## src/rtl/gpio_irq_pkg.sv

```systemverilog
`timescale 1ns/1ps
package gpio_irq_pkg;
  localparam int unsigned ADDR_W = 12;

  localparam logic [ADDR_W-1:0] OFS_REV   = 12'h000;
  localparam logic [ADDR_W-1:0] OFS_RAW   = 12'h024;
  localparam logic [ADDR_W-1:0] OFS_STAT  = 12'h02C;
  localparam logic [ADDR_W-1:0] OFS_ENSET = 12'h034;
  localparam logic [ADDR_W-1:0] OFS_ENCLR = 12'h03C;
  localparam logic [ADDR_W-1:0] OFS_DIR   = 12'h134;
  localparam logic [ADDR_W-1:0] OFS_DIN   = 12'h138;
  localparam logic [ADDR_W-1:0] OFS_DOUT  = 12'h13C;
  localparam logic [ADDR_W-1:0] OFS_LVLLO = 12'h140;
  localparam logic [ADDR_W-1:0] OFS_LVLHI = 12'h144;
  localparam logic [ADDR_W-1:0] OFS_RISE  = 12'h148;
  localparam logic [ADDR_W-1:0] OFS_FALL  = 12'h14C;
  localparam logic [ADDR_W-1:0] OFS_DCLR  = 12'h190;
  localparam logic [ADDR_W-1:0] OFS_DSET  = 12'h194;

  localparam logic [31:0] REV_ID = 32'h5060_0801;

  // per-line registers sit one word apart
  function automatic logic [ADDR_W-1:0] line_ofs(input logic [ADDR_W-1:0] base,
                                                 input int unsigned k);
    return base + ADDR_W'(4 * k);
  endfunction
endpackage

```

## src/rtl/gpio_irq_sync.sv

```systemverilog
`timescale 1ns/1ps
module gpio_irq_sync #(
  parameter int unsigned W = 32
) (
  input  logic         clk_i,
  input  logic         rst_ni,
  input  logic [W-1:0] pin_i,
  output logic [W-1:0] cur_o,
  output logic [W-1:0] prev_o
);
  logic [W-1:0] meta_q, cur_q, prev_q;

  always_ff @(posedge clk_i or negedge rst_ni) begin
    if (!rst_ni) begin
      meta_q <= '0;
      cur_q  <= '0;
      prev_q <= '0;
    end else begin
      meta_q <= pin_i;
      cur_q  <= meta_q;
      prev_q <= cur_q;
    end
  end

  assign cur_o  = cur_q;
  assign prev_o = prev_q;
endmodule

```

## src/rtl/gpio_irq_detect.sv

```systemverilog
`timescale 1ns/1ps
module gpio_irq_detect #(
  parameter int unsigned W = 32
) (
  input  logic [W-1:0] cur_i,
  input  logic [W-1:0] prev_i,
  input  logic [W-1:0] rise_en_i,
  input  logic [W-1:0] fall_en_i,
  input  logic [W-1:0] hi_en_i,
  input  logic [W-1:0] lo_en_i,
  output logic [W-1:0] trig_o
);
  logic [W-1:0] rose, fell;

  assign rose   = cur_i & ~prev_i;
  assign fell   = ~cur_i & prev_i;
  assign trig_o = (rose & rise_en_i) | (fell & fall_en_i) |
                  (cur_i & hi_en_i) | (~cur_i & lo_en_i);
endmodule

```

## src/rtl/gpio_irq_line.sv

```systemverilog
`timescale 1ns/1ps
module gpio_irq_line #(
  parameter int unsigned W = 32
) (
  input  logic         clk_i,
  input  logic         rst_ni,
  input  logic [W-1:0] trig_i,
  input  logic         en_set_i,
  input  logic         en_clr_i,
  input  logic         st_clr_i,
  input  logic [W-1:0] wdata_i,
  output logic [W-1:0] raw_o,
  output logic [W-1:0] en_o,
  output logic         irq_o
);
  logic [W-1:0] raw_q, en_q, set_m, clr_m, ack_m;

  assign set_m = en_set_i ? wdata_i : '0;
  assign clr_m = en_clr_i ? wdata_i : '0;
  assign ack_m = st_clr_i ? wdata_i : '0;

  always_ff @(posedge clk_i or negedge rst_ni) begin
    if (!rst_ni) begin
      raw_q <= '0;
      en_q  <= '0;
    end else begin
      en_q  <= (en_q | set_m) & ~clr_m;
      // a new event overrides a same-cycle acknowledge
      raw_q <= (raw_q & ~ack_m) | trig_i;
    end
  end

  assign raw_o = raw_q;
  assign en_o  = en_q;
  assign irq_o = |(raw_q & en_q);
endmodule

```

## src/rtl/gpio_irq_bank.sv

```systemverilog
`timescale 1ns/1ps
module gpio_irq_bank
  import gpio_irq_pkg::*;
#(
  parameter int unsigned NUM_PINS  = 32,
  parameter int unsigned NUM_LINES = 2
) (
  input  logic                 clk_i,
  input  logic                 rst_ni,
  input  logic                 wr_en_i,
  input  logic                 rd_en_i,
  input  logic [ADDR_W-1:0]    addr_i,
  input  logic [NUM_PINS-1:0]  wdata_i,
  output logic [NUM_PINS-1:0]  rdata_o,
  input  logic [NUM_PINS-1:0]  pin_i,
  output logic [NUM_PINS-1:0]  pin_o,
  output logic [NUM_PINS-1:0]  drive_en_o,
  output logic [NUM_LINES-1:0] irq_o
);
  localparam logic [NUM_PINS-1:0] REV_VAL = NUM_PINS'(REV_ID);

  logic [NUM_PINS-1:0] dir_q, dout_q, lo_en_q, hi_en_q, rise_en_q, fall_en_q;
  logic [NUM_PINS-1:0] pin_cur, pin_prev, trig;
  logic [NUM_LINES-1:0][NUM_PINS-1:0] line_raw, line_en;

  always_ff @(posedge clk_i or negedge rst_ni) begin
    if (!rst_ni) begin
      dir_q     <= '1;
      dout_q    <= '0;
      lo_en_q   <= '0;
      hi_en_q   <= '0;
      rise_en_q <= '0;
      fall_en_q <= '0;
    end else if (wr_en_i) begin
      case (addr_i)
        OFS_DIR:   dir_q     <= wdata_i;
        OFS_DOUT:  dout_q    <= wdata_i;
        OFS_DSET:  dout_q    <= dout_q | wdata_i;
        OFS_DCLR:  dout_q    <= dout_q & ~wdata_i;
        OFS_LVLLO: lo_en_q   <= wdata_i;
        OFS_LVLHI: hi_en_q   <= wdata_i;
        OFS_RISE:  rise_en_q <= wdata_i;
        OFS_FALL:  fall_en_q <= wdata_i;
        default: ;
      endcase
    end
  end

  gpio_irq_sync #(.W(NUM_PINS)) u_sync (
    .clk_i  (clk_i),
    .rst_ni (rst_ni),
    .pin_i  (pin_i),
    .cur_o  (pin_cur),
    .prev_o (pin_prev)
  );

  gpio_irq_detect #(.W(NUM_PINS)) u_detect (
    .cur_i     (pin_cur),
    .prev_i    (pin_prev),
    .rise_en_i (rise_en_q),
    .fall_en_i (fall_en_q),
    .hi_en_i   (hi_en_q),
    .lo_en_i   (lo_en_q),
    .trig_o    (trig)
  );

  for (genvar k = 0; k < NUM_LINES; k++) begin : g_line
    gpio_irq_line #(.W(NUM_PINS)) u_line (
      .clk_i    (clk_i),
      .rst_ni   (rst_ni),
      .trig_i   (trig),
      .en_set_i (wr_en_i && (addr_i == line_ofs(OFS_ENSET, k))),
      .en_clr_i (wr_en_i && (addr_i == line_ofs(OFS_ENCLR, k))),
      .st_clr_i (wr_en_i && (addr_i == line_ofs(OFS_STAT, k))),
      .wdata_i  (wdata_i),
      .raw_o    (line_raw[k]),
      .en_o     (line_en[k]),
      .irq_o    (irq_o[k])
    );
  end

  always_comb begin
    rdata_o = '0;
    if (rd_en_i) begin
      case (addr_i)
        OFS_REV:   rdata_o = REV_VAL;
        OFS_DIR:   rdata_o = dir_q;
        OFS_DIN:   rdata_o = pin_cur;
        OFS_DOUT:  rdata_o = dout_q;
        OFS_LVLLO: rdata_o = lo_en_q;
        OFS_LVLHI: rdata_o = hi_en_q;
        OFS_RISE:  rdata_o = rise_en_q;
        OFS_FALL:  rdata_o = fall_en_q;
        default: ;
      endcase
      for (int k = 0; k < NUM_LINES; k++) begin
        if (addr_i == line_ofs(OFS_RAW, k))   rdata_o = line_raw[k];
        if (addr_i == line_ofs(OFS_STAT, k))  rdata_o = line_raw[k] & line_en[k];
        if (addr_i == line_ofs(OFS_ENSET, k)) rdata_o = line_en[k];
        if (addr_i == line_ofs(OFS_ENCLR, k)) rdata_o = line_en[k];
      end
    end
  end

  assign pin_o      = dout_q;
  assign drive_en_o = ~dir_q;
endmodule

```

## config.mk

```make
export PLATFORM = sky130hd
export DESIGN_NAME = gpio_irq_bank
export DESIGN_NICKNAME = d
export VERILOG_FILES = /design/src/rtl/gpio_irq_pkg.sv /design/src/rtl/gpio_irq_sync.sv /design/src/rtl/gpio_irq_detect.sv /design/src/rtl/gpio_irq_line.sv /design/src/rtl/gpio_irq_bank.sv
export SDC_FILE = /design/constraint.sdc
export NUM_CORES = 1
export LEC_CHECK = 0
export ABC_CLOCK_PERIOD_IN_PS = 3100
export BUFFER_PORTS_ARGS = -buffer_cell sky130_fd_sc_hd__buf_2
export CAP_MARGIN = 20
export CORE_AREA = 2 2 178 180
export CTS_CLUSTER_SIZE = 10
export DETAILED_ROUTE_END_ITERATION = 16
export DIE_AREA = 0 0 180 182
export GPL_TIMING_DRIVEN = 0
export PLACE_DENSITY = 0.84
export SLEW_MARGIN = 25
export SYNTH_ARGS = -nofsm -noshare
export SYNTH_HDL_FRONTEND = slang
export SYNTH_HIERARCHICAL = 1
export SYNTH_SLANG_ARGS = --single-unit
```

## constraint.sdc

```tcl
create_clock -name clk_i -period 3.1 [get_ports clk_i]
set_input_delay 0 -clock clk_i [delete_from_list [all_inputs] [get_ports clk_i]]
set_output_delay 0 -clock clk_i [all_outputs]
set_load 0.02 [all_outputs]
```

==> results of run 1 <==
state kept, by name, indices dropped and copies added, names as in the netlist:
name                 cells
g_line.u_line/raw_o     64
rise_en_q               32
fall_en_q               32
hi_en_q                 32
pin_o                   32
u_sync/prev_o           32
u_sync/cur_o            32
lo_en_q                 32
g_line.u_line/en_o      64
u_sync/meta_q           32
dir_q                   32
kinds of logic (layout without fill, tap and decap cells):
group	after synthesis	count (layout)
other	0	2
buffers and inverters	180	516
muxes	185	185
AOI/OAI and AO/OA	675	675
DFF	416	416
and+or+nand+nor	233	233
power groups by stage:
stage / clock network (mW) / logic, mW / registers [mW]
floorplan: 0 / 0.211 / 5.66
global route: 5.54 / 0.745 / 5.59
detailed placement: 0 / 0.611 / 5.67
global placement: 0 / 0.572 / 5.67
CTS: 5.30 / 0.680 / 5.58
finish: 5.32 / 0.709 / 5.59
how the worst min path moves through the flow:
stage / to / cells after the start
2_1_floorplan: fall_en_q[0]$_DFFE_PN0P_ / 0
3_3_place_gp: u_sync/meta_q[12]$_DFF_PN0_ / 1
3_5_place_dp: u_sync/prev_o[21]$_DFF_PN0_ / 1
4_1_cts: u_sync/meta_q[15]$_DFF_PN0_ / 2
5_1_grt: u_sync/meta_q[23]$_DFF_PN0_ / 2
6_report: u_sync/cur_o[21]$_DFF_PN0_ / 3
worst max-delay path: stages:
cell      delay [ps]
buf_2            120
buf_2            220
buf_2            560
clkbuf_2         520
buf_2            480
a31oi_1          170
o22ai_1          200
o221ai_1         200
a22oi_1          360
buf_2            240
per-layer routing:
layer  GRT usage  wire length [um]
met1       0.605             27700
met2       0.727             35000
met3       0.155             10600
met4       0.299              5730
met5           0                 0
per-stage QoR:
| stage | std cells | util |
|---|---|---|
| after detailed placement | 2272 | 0.679 |
| after global placement | 2266 | 0.673 |
| after global routing | 2428 | 0.747 |
| after CTS | 2428 | 0.747 |
| final | 2429 | 0.747 |
| after floorplan | 1689 | - |
synth_stat cells, drive strengths merged (11+ instances only):
master	n	area [um^2]
dfrtp	384	9610
mux2	161	1810
a21oi	157	786
a22oi	115	873
nand2	98	368
o21ai	81	409
a21o	65	488
inv	65	244
clkbuf	60	226
buf	55	269
a211oi	42	320
a31oi	38	238
nand2b	37	472
o211ai	37	278
a22o	36	315
dfstp	32	841
nor2	25	104
a221oi	24	210
nor3	17	90.1
o22ai	15	93.8
a32o	14	140
mux2i	12	120
mux4	12	270
a2bb2oi	11	96.3
area by class of cell:
class / instances / area, um^2
Sequential cell: 416 / 10500
Clock buffer: 85 / 1380
Antenna cell: 2 / 5.00
Tap cell: 402 / 503
Buffer: 114 / 500
Clock inverter: 4 / 52.6
Fill cell: 1975 / 7840
Multi-Input combinational cell: 1093 / 8300
Timing Repair Buffer: 248 / 1710
Inverter: 65 / 244
timing repair:
item,4_1_cts,5_1_grt
hold buffers,67,0
endpoints found under the setup margin,16,6
pin swaps,0,0
hold endpoints to repair,610,0
resized for setup,4,8
==> results.sh, run 1 <==
export IMPL_vdd_drop_max_mv=0.658
export IMPL_clk_pin_slew_ps=50
export IMPL_fin_area_um2=23100
export IMPL_io_buffer_count=175
export IMPL_cts_buffer_depth=3
export IMPL_p_comb_frac=0.061
export IMPL_hold_ws_ps=39.8
export IMPL_tns_ps=0
export IMPL_final_antenna_net_count=0
export IMPL_grt_pass1_vias=17700
export IMPL_slew_violations=0
export IMPL_status="complete, no violations"
export IMPL_routed_wl_um=79000
export IMPL_avgSynthCellArea_um2=11.5
export IMPL_sw_frac_of_total=0.240
export IMPL_synth_seq_cells=416
export IMPL_synthFlopType="dfrtp_1"
export IMPL_coreArea_um2=31000
export IMPL_yosys_area_share_xor_xnor=0
export IMPL_worstMarginPinSlew_ps=1110
export IMPL_power_frac_clock=0.458
export IMPL_cts_made_buffers=48
export IMPL_clockRootBuffer="clkbuf_16"
export IMPL_final_cell_mix="dfrtp_1 (384), buf_2 (212), a21oi_1 (157)"
export IMPL_grt_overflow=0
export IMPL_placed_area_um2=21000
export IMPL_synth_top_family_by_area="compound AO/OA/AOI/OAI gates"
export IMPL_skew_ps=8.54
export IMPL_startpoint="addr_i[3]"
export IMPL_synth_simple_area_share=0.0759
export IMPL_final_setup_worst_slack_ps=0.0970
export IMPL_ys_warn_count=6
export IMPL_cellLeakagePower_nw=9.83
export IMPL_synthDistinctLibCells=70
export IMPL_gp_congestion=1.03
export IMPL_syn_cell_area_um2=19500
export IMPL_muxShareOfSynthArea=0.113
export IMPL_reg2reg_from="fall_en_q[5]$_DFFE_PN0P_"
export IMPL_clk_latency_ps=560
export IMPL_nets=2066
export IMPL_fin_crit_ps=3100
export IMPL_total_power_mw=11.6
export IMPL_vias=17700
export IMPL_finalHoldViolCount=0
export IMPL_synth_compound_area_frac=0.236
export IMPL_async_reset_ff_frac=1.00
export IMPL_drt_iter0_drc=2922
export IMPL_dpl_hpwl_um=52600
export IMPL_cp_max_fo=10
export IMPL_vias_per_cell=7.30
export IMPL_syn_to_final_growth_pct=18.9
export IMPL_path_class="in2out"
export IMPL_grt_use_total=0.481
export IMPL_start_kind="primary input"
export IMPL_post_cts_buffers=0
export IMPL_hold_class="in2async"
export IMPL_pre_cts_ws_ps=-672
export IMPL_synth_fa_ha_area_frac=0
export IMPL_setup_viol=0
export IMPL_grt_pass1_wl_um=115000
export IMPL_grt_max_degree=96
export IMPL_avgRoutedWirePerCell_um=32.5
export IMPL_dr_pass1_iters=8
export IMPL_dieHeight_um=182
export IMPL_drive_above_1_share=0.266
export IMPL_post_route_drc_count=0
export IMPL_endpoint="rdata_o[26]"
export IMPL_end_kind="output pin"
export IMPL_synth_seq_area_share=0.537
export IMPL_pwr_share_seq=0.481
export IMPL_slew_headroom=0.262
export IMPL_synth_edf_count=0
export IMPL_rsz0062_at_grt="false"
export IMPL_syn_nets=1769
export IMPL_required_ps=3100
export IMPL_cts_sinks=416
export IMPL_max_cap_violations=0
export IMPL_r2r_cells=3
export IMPL_dieArea_um2=32800
export IMPL_rrSetupSlack_ps=1800
export IMPL_period_share=1.00
export IMPL_num_rows=65
export IMPL_fmax_ghz=0.323
export IMPL_start_util=0.628
export IMPL_io_pins=178
export IMPL_antenna_found_initial=3
export IMPL_internal_power_mw=8.83
export IMPL_power_density_nw_per_um2=502
export IMPL_cts_max_level=2
export IMPL_p_sw_mw=2.79
export IMPL_die_w_um=180
export IMPL_cts_tree="done"
export IMPL_worstPathArrival_ps=3100
export IMPL_r2r_end="g_line[0].u_line/raw_o[5]$_DFF_PN0_"
export IMPL_synthCells=1689
export IMPL_final_common_cell="dfrtp_1"
(Power assumes the default switching activity.)
==> run 2, diff against run 1 <==
==> constraint.sdc (replaced) <==
create_clock -name clk_i -period 3.1 [get_ports clk_i]
set_input_delay 0.155 -clock clk_i [delete_from_list [all_inputs] [get_ports clk_i]]
set_output_delay 0.155 -clock clk_i [all_outputs]
set_load 0.02 [all_outputs]
==> results.sh, run 2 (synthesis results as in run 1) <==
export IMPL_rrSetupSlack_ps=1860
export IMPL_fmax_ghz=0.311
export IMPL_pre_cts_ws_ps=-827
export IMPL_holdPathStages=2
export IMPL_grt_use_total=0.476
export IMPL_fin_area_um2=23300
export IMPL_antenna_found_initial=2
export IMPL_drt_iter0_drc=2765
export IMPL_period_share=1.04
export IMPL_clk_latency_ps=570
export IMPL_num_rows=65
export IMPL_grt_overflow=0
export IMPL_io_buffer_count=175
export IMPL_syn_to_final_growth_pct=19.5
export IMPL_skew_ps=9.58
export IMPL_clockRootBuffer="clkbuf_16"
export IMPL_hold_ws_ps=32.3
export IMPL_routed_wl_um=78400
export IMPL_cts_made_buffers=48
export IMPL_hold_start="wdata_i[1]"
export IMPL_fin_crit_ps=3210
export IMPL_placed_area_um2=21000
export IMPL_start_kind="primary input"
export IMPL_required_ps=2940
export IMPL_cp_top_family="buffers and inverters"
export IMPL_vias=17700
export IMPL_cts_sinks=416
export IMPL_dr_pass1_iters=6
export IMPL_slew_headroom=0.269
export IMPL_io_pins=178
export IMPL_die_w_um=180
export IMPL_cts_buffer_depth=3
export IMPL_final_cell_mix="dfrtp_1 (384), buf_2 (207), a21oi_1 (157)"
export IMPL_dieArea_um2=32800
export IMPL_r2r_cells=3
export IMPL_dp_cells=2272
export IMPL_crit_buf_inv=4
export IMPL_path_class="in2out"
export IMPL_clk_pin_slew_ps=60
export IMPL_grt_max_degree=96
export IMPL_rsz0062_at_grt="false"
export IMPL_worstSetupPathDepth=10
export IMPL_violations="negative setup slack"
export IMPL_dpl_hpwl_um=52600
export IMPL_final_common_cell="dfrtp_1"
export IMPL_r2r_end="g_line[1].u_line/raw_o[8]$_DFF_PN0_"
export IMPL_crit_chain="buf_2 > buf_2 > buf_2 > nor4_1 > a31oi_1 > nor2_1 > or2_2 > a2111oi_0 > o22ai_1 > buf_2"
export IMPL_tns_ps=-290
export IMPL_final_antenna_net_count=0
export IMPL_drive_above_1_share=0.274
export IMPL_power_density_nw_per_um2=499
export IMPL_coreArea_um2=31000
export IMPL_start_util=0.628
export IMPL_worstPathArrival_ps=3060
export IMPL_hold_end="g_line[0].u_line/en_o[1]$_DFF_PN0_"
export IMPL_end_kind="output pin"
export IMPL_cts_tree="done"
export IMPL_critPathSlowestCell="a2111oi_0"
export IMPL_cp_max_fo=10
export IMPL_status="complete, but fails checks"
export IMPL_gp_congestion=1.03
export IMPL_hold_class="in2reg"
export IMPL_nFillCells=1957
export IMPL_dieHeight_um=182
export IMPL_fin_cells=2435
export IMPL_post_route_drc_count=0
export IMPL_vias_per_cell=7.26
export IMPL_grt_pass1_vias=17600
export IMPL_worstMarginPinSlew_ps=1100
export IMPL_slew_violations=0
export IMPL_vdd_drop_max_mv=0.563
export IMPL_final_setup_worst_slack_ps=-113
export IMPL_cp_common_cell="buf_2"
export IMPL_grt_pass1_wl_um=114000
export IMPL_nets=2070
export IMPL_cellLeakagePower_nw=9.89
export IMPL_reg2reg_from="fall_en_q[8]$_DFFE_PN0P_"
export IMPL_avgRoutedWirePerCell_um=32.2
export IMPL_finalHoldViolCount=0
export IMPL_max_cap_violations=0
export IMPL_setup_viol=9
export IMPL_slowest_delay_ps=620
export IMPL_cts_max_level=2
[run 2: cell count changes in the layout (fill, tap and decap cells not counted), moves of 2 or more]
cell           change
buf_4              +7
buf_2              -5
clkbuf_4           +5
clkbuf_1           -4
clkbuf_2           +3
diode_2            +2
dlygate4sd3_1      -2
nor2_2             -2
nor2_4             +2
[run 2: layout make-up]
cell class | instances | area, um^2 | share of cell area
diodes | 4 | 10.0 | 0.000430
plain buffers | 114 | 524 | 0.0225
clock buffers | 85 | 1380 | 0.0594
clock inverters | 4 | 52.6 | 0.00226
inverters | 65 | 244 | 0.0105
multi-input cells | 1093 | 8360 | 0.359
flip-flops and latches | 416 | 10500 | 0.449
well taps | 402 | 503 | 0.0216
repair buffers | 252 | 1750 | 0.0751
[run 2: stage by stage]
step                       util  power (mW)
after global placement    0.673        6.24
final                     0.751        11.6
after detailed placement  0.679        6.29
after global routing      0.751        11.9
after CTS                 0.747        11.6
after floorplan               -        5.87
[run 2: worst max path at each step]
stage / start / endpoint / slack [ps]
final: addr_i[2] / rdata_o[30] / -110
after CTS: addr_i[1] / rdata_o[29] / 20
after global routing: addr_i[1] / rdata_o[29] / 2
after floorplan: addr_i[7] / rdata_o[25] / 890
after detailed placement: addr_i[9] / g_line[0].u_line/raw_o[13]$_DFF_PN0_ / -830
after global placement: rst_ni / u_sync/cur_o[3]$_DFF_PN0_ / -6070
[run 2: power by group]
group	internal (mW)	switching [mW]	leakage [nW]	total, mW
logic	0.234	0.483	4.07	0.718
registers	5.52	0.0695	5.14	5.59
clock network	3.08	2.24	0.685	5.32
[run 2: layer usage]
layer  global-route usage  vias to the layer above  wire length [um]
met4                0.293                        2              5740
met3                0.144                      381              9660
li1                     -                     7037                 -
met5                    0                        -                13
met2                0.721                     1554             34700
met1                0.605                     8693             28200
[run 2: repair_timing]
action                                  4_1_cts  5_1_grt
setup buffers                                 0        6
resized for setup                            15       20
endpoints found under the setup margin       64       27
endpoints found under the hold margin       289        0
hold buffers                                 65        0
pin swaps                                     0        2
